## src/rtl/lpm_pkg.sv

```systemverilog
package lpm_pkg;

  typedef enum logic [2:0] {
    ST_READY   = 3'd0,
    ST_PARTIAL = 3'd1,
    ST_SLUMBER = 3'd2,
    ST_WAKING  = 3'd3,
    ST_DOWN    = 3'd4
  } lpm_state_e;

  localparam int unsigned PRIM_W = 2;

  localparam logic [PRIM_W-1:0] PRIM_NONE    = 2'd0;
  localparam logic [PRIM_W-1:0] PRIM_PARTIAL = 2'd1;
  localparam logic [PRIM_W-1:0] PRIM_SLUMBER = 2'd2;
  localparam logic [PRIM_W-1:0] PRIM_OTHER   = 2'd3;

endpackage

```

## src/rtl/lpm_rst_sync.sv

```systemverilog
// Asynchronous assert, synchronous release of the active-low reset.
module lpm_rst_sync #(
  parameter int unsigned STAGES = 2
) (
  input  logic clk,
  input  logic rst_n,
  output logic rst_sync_n
);

  logic [STAGES-1:0] sync_q;

  always_ff @(posedge clk or negedge rst_n) begin
    if (!rst_n) begin
      sync_q <= '0;
    end else begin
      sync_q <= {sync_q[STAGES-2:0], 1'b1};
    end
  end

  assign rst_sync_n = sync_q[STAGES-1];

endmodule

```

## src/rtl/lpm_req_tracker.sv

```systemverilog
// Acknowledges device power-down requests and holds the latest one
// until the state machine can act on it.
module lpm_req_tracker
  import lpm_pkg::*;
(
  input  logic              clk,
  input  logic              rst_n,
  input  logic              prim_valid_i,
  input  logic [PRIM_W-1:0] prim_code_i,
  input  logic              take_i,
  input  logic              drop_i,
  output logic              pend_vld_o,
  output logic              pend_slumber_o,
  output logic              ack_o
);

  logic is_pm;
  logic vld_q, vld_d;
  logic slm_q, slm_d;
  logic ack_q;

  assign is_pm = prim_valid_i &&
                 ((prim_code_i == PRIM_PARTIAL) || (prim_code_i == PRIM_SLUMBER));

  always_comb begin
    vld_d = vld_q;
    slm_d = slm_q;
    if (take_i || drop_i) begin
      vld_d = 1'b0;
    end
    // A fresh request overrides one being consumed in the same cycle.
    if (is_pm) begin
      vld_d = 1'b1;
      slm_d = (prim_code_i == PRIM_SLUMBER);
    end
  end

  always_ff @(posedge clk or negedge rst_n) begin
    if (!rst_n) begin
      vld_q <= 1'b0;
      slm_q <= 1'b0;
      ack_q <= 1'b0;
    end else begin
      vld_q <= vld_d;
      slm_q <= slm_d;
      ack_q <= is_pm;
    end
  end

  assign pend_vld_o     = vld_q;
  assign pend_slumber_o = slm_q;
  assign ack_o          = ack_q;

  AST_TAKE_NEEDS_PEND: assert property (@(posedge clk) disable iff (!rst_n)
    take_i |-> vld_q) else $error("take without pending request");

endmodule

```

## src/rtl/lpm_wake_timer.sv

```systemverilog
// Counts cycles spent waiting for a host wake; the limit depends on
// the low-power state the wake started from.
module lpm_wake_timer #(
  parameter int unsigned PARTIAL_WAKE_CYC = 64,
  parameter int unsigned SLUMBER_WAKE_CYC = 2_500_000
) (
  input  logic clk,
  input  logic rst_n,
  input  logic start_i,
  input  logic from_slumber_i,
  input  logic run_i,
  output logic expire_o
);

  localparam int unsigned MAX_CYC = (SLUMBER_WAKE_CYC > PARTIAL_WAKE_CYC) ?
                                    SLUMBER_WAKE_CYC : PARTIAL_WAKE_CYC;
  localparam int unsigned CNT_W   = $clog2(MAX_CYC + 1);
  localparam logic [CNT_W-1:0] P_LAST = CNT_W'(PARTIAL_WAKE_CYC - 1);
  localparam logic [CNT_W-1:0] S_LAST = CNT_W'(SLUMBER_WAKE_CYC - 1);

  logic [CNT_W-1:0] cnt_q, cnt_d;
  logic             cnt_en;
  logic             sel_q, sel_d;
  logic             sel_en;
  logic [CNT_W-1:0] last;

  assign last     = sel_q ? S_LAST : P_LAST;
  assign expire_o = run_i && (cnt_q == last);

  assign cnt_en = start_i || run_i;
  assign sel_en = start_i;

  always_comb begin
    if (start_i) begin
      cnt_d = '0;
    end else if (cnt_q != last) begin
      cnt_d = cnt_q + 1'b1;
    end else begin
      cnt_d = cnt_q;
    end
    sel_d = from_slumber_i;
  end

  always_ff @(posedge clk or negedge rst_n) begin
    if (!rst_n) begin
      cnt_q <= '0;
    end else if (cnt_en) begin
      cnt_q <= cnt_d;
    end
  end

  always_ff @(posedge clk or negedge rst_n) begin
    if (!rst_n) begin
      sel_q <= 1'b0;
    end else if (sel_en) begin
      sel_q <= sel_d;
    end
  end

  AST_NO_OVERFLOW: assert property (@(posedge clk) disable iff (!rst_n)
    run_i |-> (cnt_q <= last)) else $error("wake counter past limit");

endmodule

```

## src/rtl/lpm_state_fsm.sv

```systemverilog
// Link power state machine: follows device requests, wakes on demand.
module lpm_state_fsm
  import lpm_pkg::*;
(
  input  logic       clk,
  input  logic       rst_n,
  input  logic       pend_vld_i,
  input  logic       pend_slumber_i,
  input  logic       xfer_req_i,
  input  logic       dev_wake_i,
  input  logic       wake_done_i,
  input  logic       tmo_i,
  output lpm_state_e st_o,
  output logic       take_o,
  output logic       drop_o,
  output logic       wake_start_o,
  output logic       wake_from_slm_o,
  output logic       err_o
);

  lpm_state_e st_q, st_d;
  logic       err_q, err_d;

  always_comb begin
    st_d            = st_q;
    err_d           = err_q;
    take_o          = 1'b0;
    drop_o          = 1'b0;
    wake_start_o    = 1'b0;
    wake_from_slm_o = 1'b0;
    unique case (st_q)
      ST_READY: begin
        if (pend_vld_i && !xfer_req_i) begin
          take_o = 1'b1;
          st_d   = pend_slumber_i ? ST_SLUMBER : ST_PARTIAL;
        end
      end
      ST_PARTIAL, ST_SLUMBER: begin
        if (dev_wake_i) begin
          drop_o = 1'b1;
          st_d   = ST_READY;
        end else if (xfer_req_i) begin
          wake_start_o    = 1'b1;
          wake_from_slm_o = (st_q == ST_SLUMBER);
          st_d            = ST_WAKING;
        end else if (pend_vld_i) begin
          take_o = 1'b1;
          st_d   = pend_slumber_i ? ST_SLUMBER : ST_PARTIAL;
        end
      end
      ST_WAKING: begin
        if (wake_done_i || dev_wake_i) begin
          st_d = ST_READY;
        end else if (tmo_i) begin
          st_d  = ST_DOWN;
          err_d = 1'b1;
        end
      end
      ST_DOWN: begin
        if (dev_wake_i) begin
          st_d = ST_READY;
        end
      end
      default: st_d = ST_DOWN;
    endcase
  end

  always_ff @(posedge clk or negedge rst_n) begin
    if (!rst_n) begin
      st_q  <= ST_READY;
      err_q <= 1'b0;
    end else begin
      st_q  <= st_d;
      err_q <= err_d;
    end
  end

  assign st_o  = st_q;
  assign err_o = err_q;

  AST_ERR_STICKY: assert property (@(posedge clk) disable iff (!rst_n)
    err_q |=> err_q) else $error("error flag cleared");

  AST_DEV_WAKE_READY: assert property (@(posedge clk) disable iff (!rst_n)
    ((st_q == ST_PARTIAL || st_q == ST_SLUMBER) && dev_wake_i) |=> (st_q == ST_READY))
    else $error("device wake did not reach Ready");

endmodule

```

## src/rtl/lpm_link_pwr.sv

```systemverilog
module lpm_link_pwr
  import lpm_pkg::*;
#(
  parameter int unsigned PARTIAL_WAKE_CYC = 64,
  parameter int unsigned SLUMBER_WAKE_CYC = 2_500_000
) (
  input  logic       clk,
  input  logic       rst_n,
  input  logic       prim_valid_i,
  input  logic [1:0] prim_code_i,
  output logic       send_ack_o,
  output logic       wake_req_o,
  input  logic       wake_done_i,
  input  logic       dev_wake_i,
  input  logic       xfer_req_i,
  output logic       xfer_gnt_o,
  output logic [2:0] link_state_o,
  output logic       wake_err_o
);

  logic       rst_int_n;
  logic       pend_vld, pend_slm;
  logic       take, drop;
  logic       wake_start, wake_from_slm;
  logic       tmo;
  lpm_state_e st;

  lpm_rst_sync #(.STAGES(2)) rst_sync_i (
    .clk        (clk),
    .rst_n      (rst_n),
    .rst_sync_n (rst_int_n)
  );

  lpm_req_tracker req_i (
    .clk            (clk),
    .rst_n          (rst_int_n),
    .prim_valid_i   (prim_valid_i),
    .prim_code_i    (prim_code_i),
    .take_i         (take),
    .drop_i         (drop),
    .pend_vld_o     (pend_vld),
    .pend_slumber_o (pend_slm),
    .ack_o          (send_ack_o)
  );

  lpm_wake_timer #(
    .PARTIAL_WAKE_CYC (PARTIAL_WAKE_CYC),
    .SLUMBER_WAKE_CYC (SLUMBER_WAKE_CYC)
  ) tmr_i (
    .clk            (clk),
    .rst_n          (rst_int_n),
    .start_i        (wake_start),
    .from_slumber_i (wake_from_slm),
    .run_i          (st == ST_WAKING),
    .expire_o       (tmo)
  );

  lpm_state_fsm fsm_i (
    .clk             (clk),
    .rst_n           (rst_int_n),
    .pend_vld_i      (pend_vld),
    .pend_slumber_i  (pend_slm),
    .xfer_req_i      (xfer_req_i),
    .dev_wake_i      (dev_wake_i),
    .wake_done_i     (wake_done_i),
    .tmo_i           (tmo),
    .st_o            (st),
    .take_o          (take),
    .drop_o          (drop),
    .wake_start_o    (wake_start),
    .wake_from_slm_o (wake_from_slm),
    .err_o           (wake_err_o)
  );

  assign wake_req_o   = (st == ST_WAKING);
  assign xfer_gnt_o   = (st == ST_READY) && xfer_req_i;
  assign link_state_o = st;

  AST_ACK_EVERY_REQ: assert property (@(posedge clk) disable iff (!rst_int_n)
    (prim_valid_i && (prim_code_i == PRIM_PARTIAL || prim_code_i == PRIM_SLUMBER))
    |=> send_ack_o) else $error("request not acknowledged");

  AST_GNT_IN_READY: assert property (@(posedge clk) disable iff (!rst_int_n)
    xfer_gnt_o |-> (link_state_o == 3'd0)) else $error("grant outside Ready");

  AST_WAKE_ON_DEMAND: assert property (@(posedge clk) disable iff (!rst_int_n)
    $rose(wake_req_o) |-> $past(xfer_req_i)) else $error("wake without demand");

  AST_NO_HOST_POWERDOWN: assert property (@(posedge clk) disable iff (!rst_int_n)
    ((st == ST_PARTIAL || st == ST_SLUMBER) && $past(st) == ST_READY) |-> $past(pend_vld))
    else $error("power-down without device request");

  AST_DEV_WAKE_NO_HOST: assert property (@(posedge clk) disable iff (!rst_int_n)
    ((st == ST_PARTIAL || st == ST_SLUMBER) && dev_wake_i) |=> !wake_req_o)
    else $error("host wake after device wake");

endmodule

```

## config.mk

```make
export PLATFORM = sky130hd
export DESIGN_NAME = lpm_link_pwr
export DESIGN_NICKNAME = d
export VERILOG_FILES = /design/src/rtl/lpm_pkg.sv /design/src/rtl/lpm_rst_sync.sv /design/src/rtl/lpm_req_tracker.sv /design/src/rtl/lpm_wake_timer.sv /design/src/rtl/lpm_state_fsm.sv /design/src/rtl/lpm_link_pwr.sv
export SDC_FILE = /design/constraint.sdc
export NUM_CORES = 1
export LEC_CHECK = 0
export ABC_AREA = 1
export BUFFER_PORTS_ARGS = -buffer_cell sky130_fd_sc_hd__buf_2
export CORE_ASPECT_RATIO = 0.8
export CORE_MARGIN = 4
export CORE_UTILIZATION = 54
export DETAILED_ROUTE_END_ITERATION = 10
export PLACE_DENSITY_LB_ADDON = 0.15
export SLEW_MARGIN = 20
export SYNTH_ARGS = -nofsm -noshare
export SYNTH_HDL_FRONTEND = slang
export SYNTH_SLANG_ARGS = --single-unit
```

## constraint.sdc

```tcl
create_clock -name clk -period 1 [get_ports clk]
set_input_delay 0.1 -clock clk [delete_from_list [all_inputs] [get_ports clk]]
set_output_delay 0.1 -clock clk [all_outputs]
set_load 0.01 [all_outputs]
```

# After elaboration in Yosys (flattened, before gate mapping)
# Cells that the tools add are included.
# word_totals
output_inout_bits,7
mem_bits_rw,0
rom_bits,0
reg_bits,32
memories,0
latchBits,0
input_bits,8
# op_classes
addsub,1
div,0
magnitude_cmp,0
eq_ne,12
mux,27
reduce_logical,16
n_shift,0
bitwise,1
n_mul,0
# op_table
op,count
$mux 22,3
$add 22x1->22 const B,1
$eq 22x22->1,1
$ne 22x22->1,1
$mux 3,7
$mux 1,14
$pmux 3 s4,1
$eq 3x2->1 const B,2
$logic_and 1x1->1,4
$logic_or 1x1->1,4
$ne 4x4->1 const B,1
$reduce_and 4->1,1
$reduce_bool 2->1,2
$eq 3x1->1 const B,1
$eq 3x3->1 const B,1
$logic_not 3->1,1
$ne 3x1->1 const B,1
$reduce_and 3->1,1
$eq 2x1->1 const B,1
$eq 2x2->1 const B,1
$mux 2,1
$ne 2x1->1 const B,1
$ne 2x2->1 const B,1
$pmux 1 s2,1
4 further kinds,4

# Longest topological paths before layout
# logic_depth
word_depth,7
depth_mapped,12
mapped_depth_nobuf,11

# Hierarchy
# Synthesis repeated with hierarchy kept, for this count alone.
# unflattened
hier_cells,358
area_unflattened_um2,2299.7
# by_module_without_submodules
mod,cells_per_inst,n_inst,area_per_inst_um2
lpm_wake_timer,277,1,1727.9
lpm_state_fsm,56,1,359.1
lpm_req_tracker,14,1,128.9
lpm_rst_sync,3,1,53.8
lpm_link_pwr,8,1,30.0

# Worst setup path after synthesis
# Ideal clock, no wire load.
# synth_timing
kind,register to register
from,register tmr_i.cnt_q[0]
to,register tmr_i.cnt_q[21]
arrival_time_ps,1541
setup_ps,117
period_less_slack_ps,1658
path_buffers,1
setup_slack_ps,-658
path_stages_with_launch,12
path_cell_list,dfrtp_1 > ha_1 > inv_2 > nor2_4 > nand3_2 > nor2_2 > nand2_2 > nand2_4 > nand2_2 > buf_6 > nand2_1 > nand2_1
# synth_between
elab_chain_len,3
# synth_lines
element,line,source
from (decl),lpm_wake_timer.sv:21,"logic [CNT_W-1:0] cnt_q, cnt_d;"
from (signal assigned),lpm_wake_timer.sv:48,cnt_q <= cnt_d;
$add 22x1->22 / $ne 22x22->1 (equally long branches),"lpm_wake_timer.sv:37, lpm_wake_timer.sv:36",
$mux 22 / $reduce_bool 2->1 (equally long branches),-,
$mux 22 / $reduce_and 2->1 (equally long branches),-,
# Parallel ways exist; a longest one is shown, timed or not. The select of a mux whose other input is x is not followed.
# A chain may end at the register's enable or synchronous reset.

# Worst setup path in the final report
# layout_timing
from,register tmr_i.sel_q
to,register tmr_i.cnt_q[0]
# layout_between
elab_chain_len,4
# layout_lines
element,line,source
from (decl),lpm_wake_timer.sv:23,"logic sel_q, sel_d;"
from (signal assigned),lpm_wake_timer.sv:56,sel_q <= sel_d;
$mux 22,lpm_wake_timer.sv:27,assign last = sel_q ? S_LAST : P_LAST;
$ne 22x22->1,lpm_wake_timer.sv:36,end else if (cnt_q != last) begin
$reduce_bool 2->1 (no source line),-,
$reduce_and 2->1 (no source line),-,
# No other way between the ends.

==> results.py <==
metrics = {
    "timing": {
        "finalSetupViolCount": 33,
        "period_needed_ns": 1.64,
        "fin_crit_sh_pct": 164,
        "rsz0062_at_grt": "true",
        "setup_ws_ns": -0.637,
        "max_freq_mhz": 611,
        "clock_skew_ns": 0.00928,
        "hold_viol_final": 0,
        "drv_slew": 0,
    },
    "die": {
        "start_util_pct": 56.7,
        "dieWidth_um": 79.1,
        "io_pins": 15,
        "coreArea_sq_mm": 0.00385,
        "dieArea_sq_mm": 0.00514,
        "fp-row-count": 20,
        "die_h_um": 64.9,
    },
    "yosys": {
        "synth_area_sq_mm": 0.00219,
        "ys_ff_latch": 32,
        "avgSynthCellArea_sq_um": 6.41,
        "syn_inst": 341,
        "seq_area_frac_synth_pct": 36.6,
        "synth_nets": 351,
        "netlist-cell-type-count": 27,
        "yosysWarnings": 0,
    },
    "power_and_ir_drop": {
        "p_leak_nw": 1.58,
        "pwr-share-seq_pct": 30.4,
        "power.switching_mw": 2.64,
        "p_int_mw": 3.68,
        "combPwrFrac_pct": 52.6,
        "switching_share_pct": 41.8,
        "powerDensity_mw_per_mm2": 1980,
        "clkPwrFrac_pct": 17.0,
        "ir_worst_vdd_mv": 1.55,
    },
    "clocking": {
        "cts_buffers": 5,
        "cts_tree": "built",
        "insertion_delay_ns": 0.30,
        "clkTransAtPathRegs_ns": 0.08,
        "cts_buffer_depth": 2,
        "htree_levels": 2,
        "cts.root.buffer_cell": "clkbuf_8",
        "cts_num_sinks": 32,
    },
    "placed_design": {
        "placedCellCount": 464,
        "dpl_cell_area_sq_mm": 0.00282,
        "port-buffer-count": 14,
        "gp_congestion": 0.957,
        "dp_hpwl_um": 4510,
        "place_ws_ns": -0.539,
    },
    "final_layout": {
        "area_growth_pct": 46.2,
        "fin_nets": 441,
        "layout-drive-gt1-share_pct": 32.4,
        "layout_common_cells": "nand2_1 (116), buf_4 (63), nor2_1 (56)",
        "final_cells": 487,
        "final_common_cell": "nand2_1",
        "antenna_cells": 0,
        "final_cell_area_sq_mm": 0.00320,
    },
    "global_routing": {
        "met3_usage_pct": 5.14,
        "met1_usage_pct": 39.6,
        "grt-ovfl-total": 0,
        "busiest_layer": "met2",
        "grt_pass1_vias": 2471,
        "grt_pass1_wl_um": 11500,
        "grt_max_degree": 31,
        "grt_use_total_pct": 29.1,
        "antenna_found_initial": 0,
        "grt_use_met2_pct": 47.5,
    },
    "setup_path": {
        "worstPathArrival_ns": 1.85,
        "endpoint_kind": "flop",
        "r2r_start": "tmr_i.sel_q",
        "cp.required_ns": 1.21,
        "worstSetupStartpointType": "flop",
        "crit_fanout": 11,
        "critical_path_class": "reg2reg",
        "crit_path_start": "tmr_i.sel_q",
        "path_cells": "inv_1, o21ai_0, nand3_1, nor2_2, nand2_2, nand2_4, clkbuf_16, nand3_2, nand2_1",
        "crit_path_top_delay_cell": "dfrtp_2",
        "max_stage_delay_ns": 0.43,
    },
    "worst_hold_path": {
        "min_from": "prim_valid_i",
        "hold_path_class": "in2reg",
    },
    "drt": {
        "num_vias": 2662,
        "drt_drc_violations_left": 0,
        "avgViaCountPerCell": 5.47,
        "drt_iter0_drc": 310,
        "wire_per_inst_um": 15.9,
        "ant_nets": 0,
        "finalWirelength_um": 7740,
        "dr.pass1.iters": 5,
    },
    "status": {
        "violations": "negative setup slack",
        "status": "finished with violations",
    },
    "run": {
        "max-cap-violations": 0,
    },
}
## path summary, 6_finish.rpt
| check | end | slack (ns) | cells after the start |
|---|---|---|---|
| max | tmr_i.cnt_q[0] | -0.64 | 9 |
| min | req_i.ack_o | 0.05 | 3 |
| max reg2reg | tmr_i.cnt_q[0] | -0.64 | 9 |
| min reg2reg | req_i.pend_vld_o | 0.24 | 1 |
| max in group asynchronous | tmr_i.cnt_q[0] | 0.57 | 1 |
| min in group asynchronous | rst_sync_i.sync_q[1] | 0.12 | 2 |
## flip-flops by register name, summed over array words and instances (netlist names)
signal / cells
tmr_i.cnt_q: 22
fsm_i.st_o: 3
rst_sync_i.sync_q: 2
fsm_i.err_o: 1
req_i.ack_o: 1
req_i.pend_slumber_o: 1
req_i.pend_vld_o: 1
tmr_i.sel_q: 1
## cell type report
cell class,count,area (sq um)
clock buffer,6,82.6
clock inverter,2,10.0
fill,258,658
inverter,31,121
multi-input combinational,270,1340
sequential,32,808
tap,55,68.8
timing repair buffer,91,764
## power groups by stage
stage / Combinational (mW) / Sequential (mW) / Clock, mW
finish: 3.33 / 1.92 / 1.08
global placement: 2.44 / 1.87 / 0
CTS: 2.95 / 1.87 / 1.04
floorplan: 1.43 / 1.91 / 0
global route: 3.60 / 1.94 / 1.12
detailed placement: 2.51 / 1.89 / 0
## timing repair
item | 4_1_cts | 5_1_grt
setup endpoints to repair | 32 | 33
endpoints found under the hold margin | 2 | 0
pin swaps | 6 | 8
gates resized for setup | 26 | 19
hold buffers | 1 | 0
setup buffers | 8 | 7
cloned | 0 | 1
## synth_stat cells, drive strengths merged
| library cell | instances | share of area (%) |
|---|---|---|
| o22ai | 1 | 0.29 |
| ha | 2 | 1.1 |
| nand2 | 125 | 22 |
| o21bai | 1 | 0.34 |
| nor2 | 72 | 13 |
| nor3b | 2 | 0.69 |
| conb | 1 | 0.17 |
| xnor2 | 4 | 1.6 |
| buf | 6 | 2.5 |
| nand4 | 5 | 1.4 |
| inv | 30 | 5.2 |
| a21oi | 3 | 0.69 |
| nand3 | 39 | 9.4 |
| dfrtp | 32 | 37 |
| nor3 | 5 | 1.1 |
| o21ai | 6 | 1.4 |
| xor2 | 4 | 1.6 |
| clkinv | 1 | 0.17 |
| clkbuf | 2 | 0.34 |
## per-layer routing
metal,up-vias,part of all wire (%)
met4,0,2.9
li1,1246,-
met5,-,0
met2,147,49
met1,1239,39
met3,30,8.6
## cell families after synthesis
kind of cell | share of synthesized area (%)
xor gates and xnor gates | 3.21
adders and majority gates | 1.14
and+or+nand+nor | 48.0
AOI/OAI and AO/OA | 2.69
other | 0.172
DFF | 36.6
buffers and inverters | 8.19
## critical path, delay by kind of cell (launching register included)
kind            cells  cell delay, ns
flops               1            0.43
simple gates        6            0.67
buf+inv             2            0.28
compound gates      1            0.16
## through the flow
step | hold slack (ns) | TNS (ns) | total power [mW] | util [%]
2_1_floorplan | -0.196 | -12.65 | 3.34 | -
3_3_place_gp | -0.116 | -13.05 | 4.30 | 73.1
3_5_place_dp | -0.114 | -13.99 | 4.40 | 73.1
4_1_cts | 0.0562 | -13.51 | 5.87 | 79.8
5_1_grt | 0.0663 | -18.72 | 6.66 | 82.9
6_report | 0.0526 | -16.16 | 6.33 | 82.9
No activity file was read; power rests on OpenSTA's default activity.
